$ cat config.mk
export PLATFORM = sky130hd
export DESIGN_NAME = dual_group_sequencer
export DESIGN_NICKNAME = d
export VERILOG_FILES = /design/src/rtl/dual_group_sequencer.sv
export SDC_FILE = /design/constraint.sdc
export NUM_CORES = 1
export LEC_CHECK = 0
export ABC_AREA = 0
export ABC_CLOCK_PERIOD_IN_PS = 3750
export BUFFER_PORTS_ARGS = -buffer_cell sky130_fd_sc_hd__buf_2
export CORE_MARGIN = 2
export CORE_UTILIZATION = 56
export CTS_CLUSTER_SIZE = 14
export DETAILED_ROUTE_END_ITERATION = 10
export PLACE_DENSITY = 0.8
export SYNTH_ARGS = -nofsm -noshare
export SYNTH_HDL_FRONTEND = slang
export SYNTH_SLANG_ARGS = --single-unit
$ cat constraint.sdc
create_clock -name clk -period 3.75 [get_ports clk]
set_clock_uncertainty 0.1 [all_clocks]
set_input_delay 0.75 -clock clk [delete_from_list [all_inputs] [get_ports clk]]
set_output_delay 0.75 -clock clk [all_outputs]
set_load 0.01 [all_outputs]
$ cat src/rtl/dual_group_sequencer.sv
module dual_group_sequencer #(
  parameter int CHANNELS    = 8,
  parameter int SAMPLE_W    = 16,
  parameter int CONV_CYCLES = 400,
  parameter int SYNC_STAGES = 2
) (
  input  logic                         clk,
  input  logic                         rst_n,
  input  logic                         start_a,
  input  logic                         start_b,
  input  logic                         conv_reset,
  input  logic                         oversample,
  input  logic                         read_active,
  input  logic [CHANNELS*SAMPLE_W-1:0] sample_in,
  output logic                         busy,
  output logic [CHANNELS*SAMPLE_W-1:0] result
);
  localparam int HALF  = (CHANNELS / 2) * SAMPLE_W;
  localparam int BUS   = CHANNELS * SAMPLE_W;
  localparam int CNT_W = $clog2(CONV_CYCLES + 1);

  logic [SYNC_STAGES-1:0] sync_a, sync_b, sync_r;
  logic                   last_a, last_b, last_r;
  logic                   pend_a, pend_b;
  logic [CNT_W-1:0]       remain;
  logic [BUS-1:0]         held;

  always_ff @(posedge clk or negedge rst_n)
    if (!rst_n) begin
      sync_a <= '0; sync_b <= '0; sync_r <= '0;
      last_a <= 1'b0; last_b <= 1'b0; last_r <= 1'b0;
    end else begin
      sync_a <= {sync_a[SYNC_STAGES-2:0], start_a};
      sync_b <= {sync_b[SYNC_STAGES-2:0], start_b};
      sync_r <= {sync_r[SYNC_STAGES-2:0], conv_reset};
      last_a <= sync_a[SYNC_STAGES-1];
      last_b <= sync_b[SYNC_STAGES-1];
      last_r <= sync_r[SYNC_STAGES-1];
    end

  wire rise_a   = sync_a[SYNC_STAGES-1] & ~last_a;
  wire rise_b   = sync_b[SYNC_STAGES-1] & ~last_b;
  wire rst_edge = sync_r[SYNC_STAGES-1] & ~last_r;
  wire idle     = ~busy & ~rst_edge;

  wire take_a = idle & (oversample ? (rise_a & rise_b) : (rise_a & ~pend_a));
  wire take_b = idle & (oversample ? (rise_a & rise_b) : (rise_b & ~pend_b));
  wire have_a = oversample ? rise_a : (rise_a | pend_a);
  wire have_b = oversample ? rise_b : (rise_b | pend_b);
  wire fire   = idle & have_a & have_b & (rise_a | rise_b);
  wire done   = busy & (remain == '0) & ~rst_edge;

  always_ff @(posedge clk or negedge rst_n)
    if (!rst_n) begin
      pend_a <= 1'b0;
      pend_b <= 1'b0;
    end else if (rst_edge || fire || oversample) begin
      pend_a <= 1'b0;
      pend_b <= 1'b0;
    end else begin
      if (take_a) pend_a <= 1'b1;
      if (take_b) pend_b <= 1'b1;
    end

  always_ff @(posedge clk or negedge rst_n)
    if (!rst_n) held <= '0;
    else begin
      if (take_a) held[HALF-1:0]   <= sample_in[HALF-1:0];
      if (take_b) held[BUS-1:HALF] <= sample_in[BUS-1:HALF];
    end

  always_ff @(posedge clk or negedge rst_n)
    if (!rst_n) begin
      busy   <= 1'b0;
      remain <= '0;
    end else if (rst_edge) begin
      busy   <= 1'b0;
      remain <= '0;
    end else if (fire) begin
      busy   <= 1'b1;
      remain <= CNT_W'(CONV_CYCLES - 1);
    end else if (busy) begin
      if (remain == '0) busy <= 1'b0;
      else              remain <= remain - 1'b1;
    end

  always_ff @(posedge clk or negedge rst_n)
    if (!rst_n)                       result <= '0;
    else if (rst_edge && read_active) result <= '0;
    else if (done)                    result <= held;
endmodule


==> metrics.txt <==
result of the run=completed; FFs w/ async S/R, synth=100%; filler instances=1196; setup slack after layout=1.28 ns; Sinks on Clock Net=277; final-report setup violation count=0; max_slew headroom=19.8%; Placement Setup Slack=1.24 ns; standard cell core area=17800 um^2; final standard cell count with taps included and fillers excluded=1152; Root Driver=sky130_fd_sc_hd__clkbuf_16; critical path's top delay family=simple AND/OR/NAND/NOR gates; chain of cells forming the critical path=or4_4 -> nor4_4 -> buf_12 -> a22o_1; Final nets=1036; number of port buffers=263; proportion of synthesized chip area in sequential cells=68.3%; switching power share of the total=29.0%; Most used DFF post-synth=sky130_fd_sc_hd__dfrtp_1; vertical die dimension=139 um; DRC=0; Net Switching=2.87 mW; internal portion of total power=7.05 mW; setup repair bufs after CTS=0; maximum capacitance violations=0; worst hold slack after final layout=0.115 ns; Tot Pwr=9.92 mW; proportion of power drawn by flip-flops and latches=47.3%; H-tree levels=1; number of flops mapped to enable cells by yosys=0; leakage power=6.38 nW; top achievable clock speed=0.405 GHz; Post-CTS Hold Fix Bufs=0; Syn. warnings=0; vias per cell=5.65; largest incremental delay on the critical path=0.58 ns; CTS Buffer Depth=3; met2 demand-to-capacity share in global routing=37.8%; final count of pins violating max slew=0; clock slew seen by the registers of the worst setup and hold paths=0.06 ns; count of state elements after synthesis=277; initial antenna violation count=2; top-level port count=264; count of unique library cells instantiated by Yosys=34; combined area of all synthesized cells=10100 um^2; Final ANT Viol Nets=0; CTS tree=done; clock share of power=28.6%; most common library cell in the layout ignoring fill and taps=sky130_fd_sc_hd__dfrtp_1; number of rows created at floorplan=49; critical path class=flip-flop to flip-flop; global-route wire length before repair=37200 um; most used cells in the layout excluding fill and tap cells=sky130_fd_sc_hd__dfrtp_1 (277), sky130_fd_sc_hd__buf_2 (262), sky130_fd_sc_hd__mux2_2 (129), sky130_fd_sc_hd__a22o_1 (128), sky130_fd_sc_hd__clkbuf_16 (29); critical path startpoint=remain[5]; number of detailed-routing iterations run before antenna repair=4; unrepaired setup endpoints after global routing=no; mean routed wirelength per cell=19.5 um; initial standard-cell utilization of the core=56.9%; Critical path buffers and inverters=1; largest net degree at the start of global routing=129; clock period minus worst slack=2.47 ns; global-route usage over all layers=23.7%; Slew @ Worst Pin=1.19 ns; count of routing violations after the opening detailed-route iteration=283; Worst setup EP type=flip-flop; die outline area=19200 um^2; Syn Inst Count=641; peak supply drop=0.569 mV; mean cell area of the mapped netlist=15.8 um^2; worst r2r src=remain[5]; Gates resized, CTS repair=0; combinational share of power=24.0%; critical path data required time=4.10 ns; ratio of final minimum period to clock period=65.9%; area grow syn2layout=24.9%; M1 GR Usage=33.1%; placer's final routability congestion estimate=0.796; most crowded layer after global routing=met2; critical-path maximum fanout=128; clock insertion delay at the later pin of the skew report=0.53 ns; total wire length after detailed routing=22500 um; Synth Net Count=777; Final Hold Fails=0; worst hold-check path type=primary input to async pin; endpoint arrival time on the critical path=2.83 ns; share of layout cells above drive strength 1=49.8%; leftover overflow at the end of global routing=0; type of origin of the critical path=flip-flop; number of global-route vias before repair=6948; vias after detailed routing=6512; setup total negative slack=0 ns; dpl cells=1099; routing usage on met3=6.53%; total power per unit cell area=784 nW/um^2; die extent in x=139 um; DP HPWL=14200 um; cell with the largest stage delay on the worst path=sky130_fd_sc_hd__or4_4; Inserted Clock Buffers=28
==> per-layer routing <==
layer,share of wire (%),vias to the layer above
met5,0.058,-
li1,-,2896
met1,43,3311
met3,8.6,34
met2,47,269
met4,1.7,2
==> power groups by stage <==
stage | combinational, mW | clock [mW] | sequential [mW]
finish | 2.39 | 2.84 | 4.69
floorplan | 1.23 | 0 | 4.83
detailed placement | 2.40 | 0 | 4.71
global placement | 2.31 | 0 | 4.68
global route | 2.59 | 3.04 | 4.83
CTS | 2.41 | 2.90 | 4.70
==> logic make-up after synthesis <==
family / synth area share, %
multiplexers: 14.5
AND/OR/NAND/NOR: 1.86
XOR/XNOR: 0.173
buffers and inverters: 2.31
adder cells (fa/ha/maj): 0.123
AO/OA/AOI/OAI: 12.7
flip-flops: 68.3
==> stage by stage <==
stage	utilization, %	cell area [um^2]
floorplan	-	10100
global placement	65.5	11700
detailed placement	65.5	11700
CTS	71.0	12700
global route	71.0	12700
finish	71.0	12700
==> registers in the layout (all words and copies together), names as in the netlist, 2 cells and up <==
register and count:
held 128, sync_r 2, remain 9, result 128, sync_a 2, sync_b 2
==> synth_stat cells, types with 2 or more instances <==
| cell | instances | share of area (%) |
|---|---|---|
| sky130_fd_sc_hd__nor3_1 | 5 | 0.25 |
| sky130_fd_sc_hd__o211a_1 | 2 | 0.20 |
| sky130_fd_sc_hd__buf_2 | 42 | 2.1 |
| sky130_fd_sc_hd__inv_1 | 3 | 0.11 |
| sky130_fd_sc_hd__mux2i_1 | 2 | 0.20 |
| sky130_fd_sc_hd__a21oi_1 | 7 | 0.35 |
| sky130_fd_sc_hd__a22o_1 | 128 | 11 |
| sky130_fd_sc_hd__nand2_1 | 3 | 0.11 |
| sky130_fd_sc_hd__nor4_1 | 2 | 0.12 |
| sky130_fd_sc_hd__o21ai_0 | 7 | 0.35 |
| sky130_fd_sc_hd__xnor2_1 | 2 | 0.17 |
| sky130_fd_sc_hd__clkbuf_1 | 2 | 0.074 |
| sky130_fd_sc_hd__mux2_2 | 129 | 14 |
| sky130_fd_sc_hd__dfrtp_1 | 277 | 68 |
| sky130_fd_sc_hd__nand2b_1 | 3 | 0.19 |
| sky130_fd_sc_hd__a211oi_1 | 4 | 0.30 |
| sky130_fd_sc_hd__nor2b_1 | 2 | 0.12 |
| sky130_fd_sc_hd__nor2_1 | 5 | 0.19 |
==> worst paths after layout <==
check / end / slack [ns] / cells after the start
max in group asynchronous: result[51] / 2.43 / 2
min: held[27] / 0.12 / 1
min in group clk: sync_r[0] / 0.23 / 1
max reg2reg: result[70] / 1.28 / 4
max: result[70] / 1.28 / 4
min reg2reg: sync_b[1] / 0.25 / 0
==> layout make-up <==
class | count | area, um^2 | share of cell area [%]
Multi-Input combinational cell | 316 | 3000 | 23.7
Inverter | 3 | 11.3 | 0.0889
Sequential cell | 277 | 6930 | 54.7
Timing Repair Buffer | 274 | 1460 | 11.5
Antenna cell | 1 | 2.50 | 0.0198
Tap cell | 229 | 287 | 2.26
Clock buffer | 45 | 906 | 7.15
Clock inverter | 7 | 71.3 | 0.563
No activity file was read; power rests on OpenSTA's default activity.
